**config.mk**
```make
export PLATFORM = sky130hd
export DESIGN_NAME = irq_prio_ctrl
export DESIGN_NICKNAME = d
export VERILOG_FILES = /design/src/rtl/irq_pkg.sv /design/src/rtl/irq_rst_sync.sv /design/src/rtl/irq_arbiter.sv /design/src/rtl/irq_quiet_timer.sv /design/src/rtl/irq_level_stack.sv /design/src/rtl/irq_prio_ctrl.sv
export SDC_FILE = /design/constraint.sdc
export NUM_CORES = 1
export LEC_CHECK = 0
export BUFFER_PORTS_ARGS = -buffer_cell sky130_fd_sc_hd__clkbuf_2
export CAP_MARGIN = 10
export CORE_ASPECT_RATIO = 0.5
export CORE_MARGIN = 5
export CORE_UTILIZATION = 52
export CTS_CLUSTER_DIAMETER = 60
export DETAILED_ROUTE_END_ITERATION = 10
export MAX_ROUTING_LAYER = met4
export PLACE_DENSITY = 0.85
export REMOVE_ABC_BUFFERS = 1
export SYNTH_ARGS = -nofsm -noshare
export SYNTH_HDL_FRONTEND = slang
export SYNTH_HIERARCHICAL = 1
export SYNTH_SLANG_ARGS = --single-unit
```
**constraint.sdc**
```tcl
create_clock -name clk -period 15.8 [get_ports clk]
set_input_delay 2.37 -clock clk [delete_from_list [all_inputs] [get_ports clk]]
set_output_delay 2.37 -clock clk [all_outputs]
set_load 0.05 [all_outputs]
```
**src/rtl/irq_pkg.sv**
```systemverilog
package irq_pkg;
  localparam int LVL_W  = 4;
  localparam int PRIO_W = 3;
  typedef logic [LVL_W-1:0]  lvl_t;
  typedef logic [PRIO_W-1:0] prio_t;
  localparam prio_t PRIO_RESET    = 3'd4;
  localparam prio_t PRIO_TOP_USER = 3'd7;
  localparam lvl_t  TRAP_BASE     = 4'd8;
endpackage

```
**src/rtl/irq_rst_sync.sv**
```systemverilog
module irq_rst_sync (
  input  logic clk,
  input  logic rst_n_in,
  output logic rst_n_out
);
  logic meta_q;
  logic sync_q;

  always_ff @(posedge clk or negedge rst_n_in) begin
    if (!rst_n_in) begin
      meta_q <= 1'b0;
      sync_q <= 1'b0;
    end else begin
      meta_q <= 1'b1;
      sync_q <= meta_q;
    end
  end

  assign rst_n_out = sync_q;
endmodule

```
**src/rtl/irq_arbiter.sv**
```systemverilog
module irq_arbiter import irq_pkg::*; #(
  parameter int N_SRC  = 8,
  parameter int N_TRAP = 8,
  parameter int ID_W   = $clog2(N_SRC + N_TRAP)
) (
  input  logic [N_SRC-1:0]        usr_ok,
  input  logic [N_SRC*PRIO_W-1:0] usr_prio,
  input  logic [N_TRAP-1:0]       trap_ok,
  input  lvl_t                    cpu_lvl,
  output logic                    req,
  output logic [ID_W-1:0]         vec_id,
  output lvl_t                    req_lvl
);
  always_comb begin
    lvl_t best;
    lvl_t cand;
    best   = cpu_lvl;
    req    = 1'b0;
    vec_id = '0;
    // strict compare: earlier (lower) user index keeps ties
    for (int i = 0; i < N_SRC; i++) begin
      cand = {1'b0, usr_prio[i*PRIO_W +: PRIO_W]};
      if (usr_ok[i] && (cand > best)) begin
        best   = cand;
        req    = 1'b1;
        vec_id = ID_W'(i);
      end
    end
    for (int t = 0; t < N_TRAP; t++) begin
      cand = TRAP_BASE + lvl_t'(t);
      if (trap_ok[t] && (cand > best)) begin
        best   = cand;
        req    = 1'b1;
        vec_id = ID_W'(N_SRC + t);
      end
    end
    req_lvl = best;
  end
endmodule

```
**src/rtl/irq_quiet_timer.sv**
```systemverilog
module irq_quiet_timer #(
  parameter int CNT_W = 16
) (
  input  logic             clk,
  input  logic             rst_n,
  input  logic             load,
  input  logic [CNT_W-1:0] load_val,
  output logic             active
);
  logic [CNT_W-1:0] cnt_q, cnt_d;
  logic             cnt_en;

  always_comb begin
    cnt_en = load || (cnt_q != '0);
    cnt_d  = load ? load_val : cnt_q - 1'b1;
  end

  always_ff @(posedge clk or negedge rst_n) begin
    if (!rst_n)      cnt_q <= '0;
    else if (cnt_en) cnt_q <= cnt_d;
  end

  assign active = (cnt_q != '0);

  p_reload_r6: assert property (@(posedge clk) disable iff (!rst_n)
    load |=> (cnt_q == $past(load_val)));
  p_count_down_r6: assert property (@(posedge clk) disable iff (!rst_n)
    (!load && cnt_q != '0) |=> (cnt_q == $past(cnt_q) - 1'b1));
endmodule

```
**src/rtl/irq_level_stack.sv**
```systemverilog
module irq_level_stack import irq_pkg::*; #(
  parameter int DEPTH   = 8,
  parameter int DEPTH_W = $clog2(DEPTH + 1)
) (
  input  logic               clk,
  input  logic               rst_n,
  input  logic               push,
  input  lvl_t               push_lvl,
  input  logic               pop,
  input  logic               sw_we,
  input  prio_t              sw_lvl,
  output lvl_t               cpu_lvl,
  output logic [DEPTH_W-1:0] depth,
  output logic               ovf
);
  localparam int IDX_W = (DEPTH > 1) ? $clog2(DEPTH) : 1;

  lvl_t               lvl_q, lvl_d;
  logic [DEPTH_W-1:0] depth_q, depth_d;
  logic [DEPTH_W-1:0] depth_m1;
  logic               full, empty, wr_en, state_en;
  lvl_t               mem_q [DEPTH];

  assign full     = (depth_q == DEPTH_W'(DEPTH));
  assign empty    = (depth_q == '0);
  assign depth_m1 = depth_q - 1'b1;

  always_comb begin
    lvl_d   = lvl_q;
    depth_d = depth_q;
    wr_en   = 1'b0;
    ovf     = 1'b0;
    if (push) begin
      lvl_d = push_lvl;
      if (!full) begin
        wr_en   = 1'b1;
        depth_d = depth_q + 1'b1;
      end else begin
        ovf = 1'b1;
      end
    end else if (pop && !empty) begin
      lvl_d   = mem_q[depth_m1[IDX_W-1:0]];
      depth_d = depth_m1;
    end else if (sw_we) begin
      lvl_d = {1'b0, sw_lvl};
    end
    state_en = push || (pop && !empty) || sw_we;
  end

  always_ff @(posedge clk or negedge rst_n) begin
    if (!rst_n) begin
      lvl_q   <= '0;
      depth_q <= '0;
    end else if (state_en) begin
      lvl_q   <= lvl_d;
      depth_q <= depth_d;
    end
  end

  always_ff @(posedge clk) begin
    if (wr_en) mem_q[depth_q[IDX_W-1:0]] <= lvl_q;
  end

  assign cpu_lvl = lvl_q;
  assign depth   = depth_q;

  p_depth_bound_r9: assert property (@(posedge clk) disable iff (!rst_n)
    depth_q <= DEPTH_W'(DEPTH));
  p_full_holds_r9: assert property (@(posedge clk) disable iff (!rst_n)
    (push && full) |=> (depth_q == DEPTH_W'(DEPTH)));
  p_pop_shrinks_r8: assert property (@(posedge clk) disable iff (!rst_n)
    (pop && !push && !empty) |=> (depth_q == $past(depth_q) - 1'b1));
endmodule

```
**src/rtl/irq_prio_ctrl.sv**
```systemverilog
module irq_prio_ctrl import irq_pkg::*; #(
  parameter int N_SRC       = 8,
  parameter int N_TRAP      = 8,
  parameter int STACK_DEPTH = 8,
  parameter int QUIET_W     = 16,
  parameter int SEL_W       = $clog2(N_SRC),
  parameter int ID_W        = $clog2(N_SRC + N_TRAP)
) (
  input  logic                    clk,
  input  logic                    rst_n,
  input  logic [N_SRC-1:0]        src_set,
  input  logic [N_SRC-1:0]        src_clr,
  input  logic [N_SRC-1:0]        src_en,
  input  logic                    prio_we,
  input  logic [SEL_W-1:0]        prio_sel,
  input  logic [PRIO_W-1:0]       prio_wdata,
  output logic [N_SRC*PRIO_W-1:0] prio_rd,
  input  logic [N_TRAP-1:0]       trap_set,
  input  logic [N_TRAP-1:0]       trap_clr,
  input  logic                    lvl_we,
  input  logic [PRIO_W-1:0]       lvl_wdata,
  input  logic                    nest_off,
  input  logic                    quiet_we,
  input  logic [QUIET_W-1:0]      quiet_cycles,
  input  logic                    ack,
  input  logic                    reti,
  output logic                    req,
  output logic [ID_W-1:0]         vec_id,
  output logic [LVL_W-1:0]        req_lvl,
  output logic [LVL_W-1:0]        cpu_lvl
);
  localparam int DEPTH_W = $clog2(STACK_DEPTH + 1);

  logic               rst_n_s;
  logic [N_SRC-1:0]   flag_q, flag_d, usr_ok;
  logic [N_TRAP-1:0]  tflag_q, tflag_d, ovf_mask;
  logic               flag_en, tflag_en;
  prio_t              prio_q [N_SRC];
  logic               quiet_act, in_service, stk_ovf, push;
  logic [DEPTH_W-1:0] depth;

  irq_rst_sync u_rst_sync (.clk(clk), .rst_n_in(rst_n), .rst_n_out(rst_n_s));

  assign ovf_mask   = {{(N_TRAP-1){1'b0}}, stk_ovf};
  assign in_service = (depth != '0);
  assign push       = ack && req;

  always_comb begin
    flag_en  = (|src_set) || (|src_clr);
    flag_d   = (flag_q & ~src_clr) | src_set;
    tflag_en = (|trap_set) || (|trap_clr) || stk_ovf;
    tflag_d  = (tflag_q & ~trap_clr) | trap_set | ovf_mask;
  end

  always_ff @(posedge clk or negedge rst_n_s) begin
    if (!rst_n_s) begin
      flag_q  <= '0;
      tflag_q <= '0;
    end else begin
      if (flag_en)  flag_q  <= flag_d;
      if (tflag_en) tflag_q <= tflag_d;
    end
  end

  for (genvar g = 0; g < N_SRC; g++) begin : g_src
    logic  wr_hit;
    logic  held_off;
    assign wr_hit = prio_we && (prio_sel == SEL_W'(g));
    always_ff @(posedge clk or negedge rst_n_s) begin
      if (!rst_n_s)    prio_q[g] <= PRIO_RESET;
      else if (wr_hit) prio_q[g] <= prio_wdata;
    end
    assign held_off = (quiet_act && (prio_q[g] != PRIO_TOP_USER)) ||
                      (nest_off && in_service);
    assign usr_ok[g] = flag_q[g] && src_en[g] && (prio_q[g] != '0) && !held_off;
    assign prio_rd[g*PRIO_W +: PRIO_W] = prio_q[g];
  end

  irq_quiet_timer #(.CNT_W(QUIET_W)) u_quiet (
    .clk(clk), .rst_n(rst_n_s), .load(quiet_we), .load_val(quiet_cycles),
    .active(quiet_act)
  );

  irq_level_stack #(.DEPTH(STACK_DEPTH), .DEPTH_W(DEPTH_W)) u_stack (
    .clk(clk), .rst_n(rst_n_s), .push(push), .push_lvl(req_lvl), .pop(reti),
    .sw_we(lvl_we), .sw_lvl(lvl_wdata), .cpu_lvl(cpu_lvl), .depth(depth),
    .ovf(stk_ovf)
  );

  irq_arbiter #(.N_SRC(N_SRC), .N_TRAP(N_TRAP), .ID_W(ID_W)) u_arb (
    .usr_ok(usr_ok), .usr_prio(prio_rd), .trap_ok(tflag_q), .cpu_lvl(cpu_lvl),
    .req(req), .vec_id(vec_id), .req_lvl(req_lvl)
  );

  p_above_cpu_r2: assert property (@(posedge clk) disable iff (!rst_n_s)
    req |-> (req_lvl > cpu_lvl));
  p_user_pending_r1: assert property (@(posedge clk) disable iff (!rst_n_s)
    (req && vec_id < ID_W'(N_SRC)) |->
      (flag_q[vec_id[SEL_W-1:0]] && src_en[vec_id[SEL_W-1:0]]));
  p_trap_level_r3: assert property (@(posedge clk) disable iff (!rst_n_s)
    (req && vec_id >= ID_W'(N_SRC)) |->
      (req_lvl == TRAP_BASE + lvl_t'(vec_id - ID_W'(N_SRC))));
  p_nest_trap_only_r5: assert property (@(posedge clk) disable iff (!rst_n_s)
    (nest_off && in_service && req) |-> (vec_id >= ID_W'(N_SRC)));
  p_quiet_spares7_r6: assert property (@(posedge clk) disable iff (!rst_n_s)
    (quiet_act && req && vec_id < ID_W'(N_SRC)) |-> (req_lvl == lvl_t'(7)));
  p_ack_raise_r8: assert property (@(posedge clk) disable iff (!rst_n_s)
    push |=> (cpu_lvl == $past(req_lvl)));
endmodule

```
# Yosys cells after proc, flatten, opt, wreduce, memory -nomap -nowiden
# Memories as Yosys holds them, arrays and structs flattened.
# Index checks and enable logic that the tools add are counted.
[classes] add_sub_neg=3 magnitude_cmp=16 n_eq_ne=17 muxes=60 n_bitwise=7 reduce_logical=102
[ops] op="$mux 4" n=30
[ops] op="$logic_and 1x1->1" n=59
[ops] op="$gt 3x4->1" n=8
[ops] op="$gt 4x4->1 const A" n=8
[ops] op="$reduce_or 8->1" n=4
[ops] op="$reduce_bool 3->1" n=9
[ops] op="$ne 3x3->1 const B" n=8
[ops] op="$mux 1" n=23
[ops] op="$and 8x8->8" n=2
[ops] op="$mux 16" n=1
[ops] op="$not 8->8" n=2
[ops] op="$or 8x8->8" n=2
[ops] op="$reduce_bool 16->1" n=1
[ops] op="$sub 16x1->16 const B" n=1
[ops] op="$logic_or 1x1->1" n=14
[ops] op="$eq 3x3->1 const B" n=4
[ops] op="$mux 3" n=4
[ops] op="$logic_not 1->1" n=9
[ops] op="$or 8x1->8" n=1
[ops] op="$eq 3x2->1 const B" n=2
[ops] op="$add 4x1->4 const B" n=1
[ops] op="$eq 4x4->1 const B" n=1
[ops] op="$logic_not 4->1" n=1
[ops] op="$mux 2" n=2
[ops] op="other kinds (8)" n=8
[word_totals] reg_bits=66 ramBits=32 inputBits=73 out_inout_bits=37 elab_cells=221 n_memories=1
[mem_list] memory="u_stack.mem_q" depth=8 width=4 read_ports=1 rd_ports_with_merged_regs=0 wr=1 line="irq_level_stack.sv:22" rtl="lvl_t mem_q [DEPTH];"

# Logic depth before layout (Yosys ltp)
[depth] depth_word=56 depth_mapped=63 mapped_depth_nobuf=60

# Hierarchy
# Netlist, hierarchy kept.
[by_module_without_submodules] mod="irq_level_stack" n_inst=1 cells_each=154 area_per_inst_um2=1923.1 seq_area_each_um2=1161.1
[by_module_without_submodules] mod="irq_prio_ctrl" n_inst=1 cells_each=148 area_per_inst_um2=1879.3 seq_area_each_um2=1011.0
[by_module_without_submodules] mod="irq_arbiter" n_inst=1 cells_each=215 area_per_inst_um2=1592.8 seq_area_each_um2=0.0
[by_module_without_submodules] mod="irq_quiet_timer" n_inst=1 cells_each=113 area_per_inst_um2=1049.8 seq_area_each_um2=400.4
[by_module_without_submodules] mod="irq_rst_sync" n_inst=1 cells_each=3 area_per_inst_um2=53.8 seq_area_each_um2=50.0

# Least setup slack after synthesis
# OpenSTA, ideal clock, no wires.
[synth_path] path_kind="input to output" from="input port nest_off" to="output port vec_id[0]" arrival_ns=13.840 required_ns=13.430 path_slack_ns=-0.410 stages=45 path_cell_list="o41a_4 > a2111oi_2 > nand2b_4 > a211oi_4 > mux2_2 > ha_1 > nand3_1 > o2111a_1 > nand2_1 > mux2_4 > ha_1 > and3_1 > a211oi_2 > mux2i_1 > inv_1 > ha_1 > and3_1 > a211oi_1 > [... 9 more ...] > and3b_1 > o211ai_1 > mux2_2 > ha_1 > and3_1 > a211o_1 > a21o_1 > ha_1 > nor2b_1 > o311ai_2 > nor2_1 > or3_1 > a22o_1 > o22a_1 > o21a_1 > a2111oi_0 > o32ai_1 > a22oi_1"
[synth_via] elab_chain_cells=51 elab_cells_between_ends=86 classes_between="15 x order compare; 30 x mux; 41 x reduce/logical"
[synth_lines] element="from (decl)" line="irq_prio_ctrl.sv:22" rtl="input logic nest_off,"
[synth_lines] element="$logic_and 1x1->1 *" line="irq_prio_ctrl.sv:74" rtl="(nest_off && in_service);"
[synth_lines] element="$logic_or 1x1->1 *" line="irq_prio_ctrl.sv:73" rtl="assign held_off = (quiet_act && (prio_q[g] != PRIO_TOP_USER)) ||"
[synth_lines] element="$logic_not 1->1 *" line="irq_prio_ctrl.sv:75" rtl="assign usr_ok[g] = flag_q[g] && src_en[g] && (prio_q[g] != '0) && !held_off;"
[synth_lines] element="$logic_and 1x1->1 *" line="irq_prio_ctrl.sv:75"
[synth_lines] element="via usr_ok[0]" line="irq_prio_ctrl.sv:35" rtl="logic [N_SRC-1:0] flag_q, flag_d, usr_ok;"
[synth_lines] element="$logic_and 1x1->1 *" line="irq_arbiter.sv:23" rtl="if (usr_ok[i] && (cand > best)) begin"
[synth_lines] element="$mux 4 *" line="irq_arbiter.sv:23"
[synth_lines] element="$gt 3x4->1" line="irq_arbiter.sv:23"
[synth_lines] element="[... 36 more ...]"
[synth_lines] element="$logic_and 1x1->1" line="irq_arbiter.sv:31" rtl="if (trap_ok[t] && (cand > best)) begin"
[synth_lines] element="$mux 4" line="irq_arbiter.sv:31"
[synth_lines] element="$gt 4x4->1" line="irq_arbiter.sv:31"
[synth_lines] element="$logic_and 1x1->1" line="irq_arbiter.sv:31"
[synth_lines] element="$mux 4" line="irq_arbiter.sv:31"
[synth_lines] element="$gt 4x4->1" line="irq_arbiter.sv:31"
[synth_lines] element="$logic_and 1x1->1" line="irq_arbiter.sv:31"
[synth_lines] element="$mux 4 *" line="irq_arbiter.sv:31"
[synth_lines] element="to (decl)" line="irq_prio_ctrl.sv:28" rtl="output logic [ID_W-1:0] vec_id,"
# Mark *: on every way through the listed nets, which the timed path passes. The rest lies on a longest branch.

# Worst setup path in the final report
[layout_path] from="input port src_en[0]" to="output port vec_id[3]"
[layout_via] elab_chain_cells=50 elab_cells_between_ends=57 classes_between="15 x order compare; 23 x mux; 19 x reduce/logical"
[layout_lines] element="from (decl)" line="irq_prio_ctrl.sv:13" rtl="input logic [N_SRC-1:0] src_en,"
[layout_lines] element="$logic_and 1x1->1 * (3 in a row)" line="irq_prio_ctrl.sv:75"
[layout_lines] element="via usr_ok[0]" line="irq_prio_ctrl.sv:35"
[layout_lines] element="$logic_and 1x1->1 *" line="irq_arbiter.sv:23"
[layout_lines] element="$mux 4 *" line="irq_arbiter.sv:23"
[layout_lines] element="$gt 3x4->1" line="irq_arbiter.sv:23"
[layout_lines] element="$logic_and 1x1->1" line="irq_arbiter.sv:23"
[layout_lines] element="$mux 4 *" line="irq_arbiter.sv:23"
[layout_lines] element="$gt 3x4->1" line="irq_arbiter.sv:23"
[layout_lines] element="[... 33 more ...]"
[layout_lines] element="$logic_and 1x1->1" line="irq_arbiter.sv:31"
[layout_lines] element="$mux 4" line="irq_arbiter.sv:31"
[layout_lines] element="$gt 4x4->1" line="irq_arbiter.sv:31"
[layout_lines] element="$logic_and 1x1->1" line="irq_arbiter.sv:31"
[layout_lines] element="$mux 4" line="irq_arbiter.sv:31"
[layout_lines] element="$gt 4x4->1" line="irq_arbiter.sv:31"
[layout_lines] element="$logic_and 1x1->1" line="irq_arbiter.sv:31"
[layout_lines] element="$mux 4 *" line="irq_arbiter.sv:31"
# Marked as above.

==> run summary <==
The tools report the pin count of the biggest net entering global routing as 35. The detailed router finished its first iteration with 533 violations. The total CTS buffers came out at 9. The post-layout minimum cycle time is 15.87 ns, and the sum of negative setup slack is -0.186 ns. The source-to-sink clock delay at the later pin of the worst-skew pair is 0.35 ns. Post-synthesis adder-cell area fraction: 0.0520. At the end of routability-driven placement, the weighted congestion stood at 0.946. The finished layout holds 955 standard cells, fillers aside. Cell count after placement: 910. The launch point of the critical path is src_en[0].

In this run the number of H-tree levels came out at 3. The post-route core utilization was 0.700. The dominant combinational cell family by area after synthesis was compound AO/OA/AOI/OAI gates. The post-detailed-route via-to-cell ratio works out to 6.18. The run finished, with violations left. Among the stages of the critical path, the cell type that occurs most often is sky130_fd_sc_hd__ha_4. Counting the fill cells in the layout gives 840. Worst-case clock skew: 0.00722 ns. TritonCTS built the clock tree.

Floorplan die area: 15000 um2. The clock drives 98 sinks. For the starting density of the core, the log shows 0.541. Worst-path cell with the longest stage delay: sky130_fd_sc_hd__a211o_4. The final routed DRC violation total is 0, and the total routed wirelength is 18.8 mm. The first detailed-routing pass took 5 iterations. At the worst endpoint, the arrival time is 13.50 ns.

The post-route worst setup slack came out at -0.0719 ns. In the final routed layout, each cell accounts on average for 19.7 um. Leading cell type in the layout, fill and taps excluded: sky130_fd_sc_hd__clkbuf_2. The post-synthesis share of cell area spent on xor and xnor gates came out at 0.0135.

The endpoint kind of the worst setup timing path was a primary output. Data on the critical path is required at its endpoint by 13.43 ns. The synthesized design contains 98 register bits. In this run the critical register-to-register path is launched from u_quiet/cnt_q[0].

The layout overhead on the synthesized area was 29.5%; the post-detailed-route count of antenna-violating nets was 0. The run gives 5681 as the via count of the first global-routing pass. After routing the design area is 8420 um2. The number of vias after detailed routing was 5901; the total of endpoints with negative setup slack in the final report was 5.

In this run the cell area measured after placement is 7400 um2. The fraction of final layout cells with drive strength greater than 1 is 0.395, and the number of hold-slack violations in the final timing report is 0. The area fraction in and, or, nand and nor cells after synthesis works out to 0.172. The area fraction in compound gates after synthesis was 0.219; the number of port buffers was 109. In this run the vertical extent of the chip is 89.1 um. The number of cell instances on the worst register-to-register path came out at 60. In this run the deepest clock path goes through 2 buffers. The detailed-placement wirelength estimate was 12.6 mm. The placement row count is 28, and the share of async-settable or async-resettable flops after synthesis is 0.673. The path class of the tightest hold or removal check is reg2async.

The number of antenna violations at the first check in global routing is 0, and the post-synthesis cell type count is 84. The first-pass GRT wire length is 27.5 mm, and the register-to-register setup slack is 1.16 ns. The count of pins over their slew limit is 0. In this run, synthesis inferred 32 flip-flops with an integrated enable.

The maximum clock rate was 0.0630 GHz. At the pin with the least slew margin, the transition time is 0.885 ns. The category of the critical setup timing path was in2out. The combined global-route utilization of all metal layers is 0.235, and the final net count is 885. For the worst relative slew slack, the log shows 0.405. The cell sitting at the root of the clock tree is a sky130_fd_sc_hd__clkbuf_16. Power spread over the standard cell area amounts to 155 nW/um2. The total of max-cap violations is 0, and the delay of the slowest critical-path stage is 0.43 ns.

Sequential-to-total area share from yosys stat: 0.404. The number of standard cells after synthesis is 633, and the overall die width is 168 um. Across the VDD grid, the largest voltage drop is 77.2 uV.

The final reports fail on setup timing. The logs give 6500 um2 for the post-synth design cell area and 0 for the count of inserted antenna diode cells. The analysis attributes to cell leakage a power of 3.65 nW. The share of cell area taken by muxes after synthesis was 0.0982. Final worst-path cycle share: 1.00. The maximum fanout count along the critical path is 8. Placeable core region: 12000 um2. For this run, the leading register cell type out of synthesis is sky130_fd_sc_hd__dfrtp_1. After layout, the design draws a total of 1.31 mW. The tools report the startpoint type of the worst setup path as a primary input.

In the layout the commonest cells are sky130_fd_sc_hd__clkbuf_2, sky130_fd_sc_hd__dfrtp_1, sky130_fd_sc_hd__inv_1, sky130_fd_sc_hd__buf_4, sky130_fd_sc_hd__nand2_1. The total global routing overflow is 0, and the average footprint of a synthesized cell is 10.3 um2. Clock-pin slew was measured on the worst setup and hold paths at 0.07 ns. The number of top-level pins is 110. The run gives 6 as the synthesis warning total.
[cell type report]
class / count / area, um2 / share of cell area
multi-input cells: 465 / 4070 / 0.483
flip-flops and latches: 98 / 2620 / 0.312
repair buffers: 157 / 1020 / 0.122
clock buffers: 9 / 225 / 0.0268
well taps: 165 / 206 / 0.0245
inverters: 54 / 203 / 0.0241
clock inverters: 7 / 67.6 / 0.00803
[synth_stat cells (9+ instances only)]
| cell | n | area (um2) |
|---|---|---|
| sky130_fd_sc_hd__mux2_2 | 32 | 360 |
| sky130_fd_sc_hd__ha_1 | 27 | 338 |
| sky130_fd_sc_hd__mux2i_1 | 21 | 210 |
| sky130_fd_sc_hd__inv_1 | 53 | 199 |
| sky130_fd_sc_hd__dfrtp_1 | 58 | 1450 |
| sky130_fd_sc_hd__nor2b_1 | 10 | 62.6 |
| sky130_fd_sc_hd__nor2_1 | 33 | 124 |
| sky130_fd_sc_hd__nand2_1 | 45 | 169 |
| sky130_fd_sc_hd__nand3_1 | 14 | 70.1 |
| sky130_fd_sc_hd__nand2b_1 | 16 | 100 |
| sky130_fd_sc_hd__o21ai_0 | 16 | 80.1 |
| sky130_fd_sc_hd__o21bai_1 | 9 | 67.6 |
| sky130_fd_sc_hd__a21oi_1 | 21 | 105 |
| sky130_fd_sc_hd__nor3_1 | 19 | 95.1 |
| sky130_fd_sc_hd__a21o_1 | 22 | 165 |
| sky130_fd_sc_hd__clkbuf_1 | 14 | 52.6 |
| sky130_fd_sc_hd__edfxtp_1 | 32 | 961 |
[sequential cells by signal, indices dropped and copies added (netlist names)]
signal	count
u_stack/mem_q	32
prio_rd	24
u_quiet/cnt_q	16
flag_q	8
tflag_q	8
u_stack/cpu_lvl	4
u_stack/depth	4
u_rst_sync/meta_q	1
u_rst_sync/rst_n_out	1
[power by group]
part / leakage (nW) / switching (mW) / internal (mW)
clock: 0.142 / 0.106 / 0.111
sequential: 1.04 / 0.0740 / 0.322
combinational: 2.48 / 0.409 / 0.286
[stage by stage]
step / setup WS, ns / hold WS, ns
floorplan: -0.701 / 0.331
global placement: -0.0551 / 0.336
detailed placement: -0.323 / 0.342
CTS: 0.00817 / 0.356
global route: -0.430 / 0.372
finish: -0.0719 / 0.340
[per-layer routing]
| layer | routed length, um | up-vias | track usage |
|---|---|---|---|
| li1 | - | 2680 | - |
| met3 | 1220 | 70 | 0.0579 |
| met1 | 7540 | 2870 | 0.275 |
| met5 | 0 | - | - |
| met4 | 665 | 0 | 0.0736 |
| met2 | 9400 | 281 | 0.407 |
[kinds of logic (layout without fill, tap and decap cells)]
logic type	Yosys count	count (layout)
other	1	1
XOR/XNOR	10	10
AND/OR/NAND/NOR	195	195
buffers and inverters	70	227
flip-flops	98	98
adder cells (fa/ha/maj)	27	27
AO/OA/AOI/OAI	176	176
multiplexers	56	56
[path summary, 6_finish.rpt]
path | end
max | vec_id[3]
min | u_quiet/cnt_q[10]
max reg2reg | u_stack/depth[3]
min reg2reg | u_quiet/cnt_q[10]
max in group asynchronous | u_rst_sync/rst_n_out
min in group clk | u_rst_sync/rst_n_out
[critical path, delay by kind of cell]
family / cells / cell delay (ns)
multiplexers: 5 / 1.52
buffers and inverters: 7 / 1.06
adder cells (fa/ha/maj): 7 / 1.56
AND/OR/NAND/NOR: 15 / 2.37
AO/OA/AOI/OAI: 18 / 4.58
[repair_timing]
item,in CTS,in global routing
gates resized for setup,15,89
setup endpoints to repair,8,9
pin swaps,5,36
buffers inserted,4,25
endpoints found under the hold margin,0,0
hold buffers,0,0
Note: power is estimated with default switching activity, not from simulation.
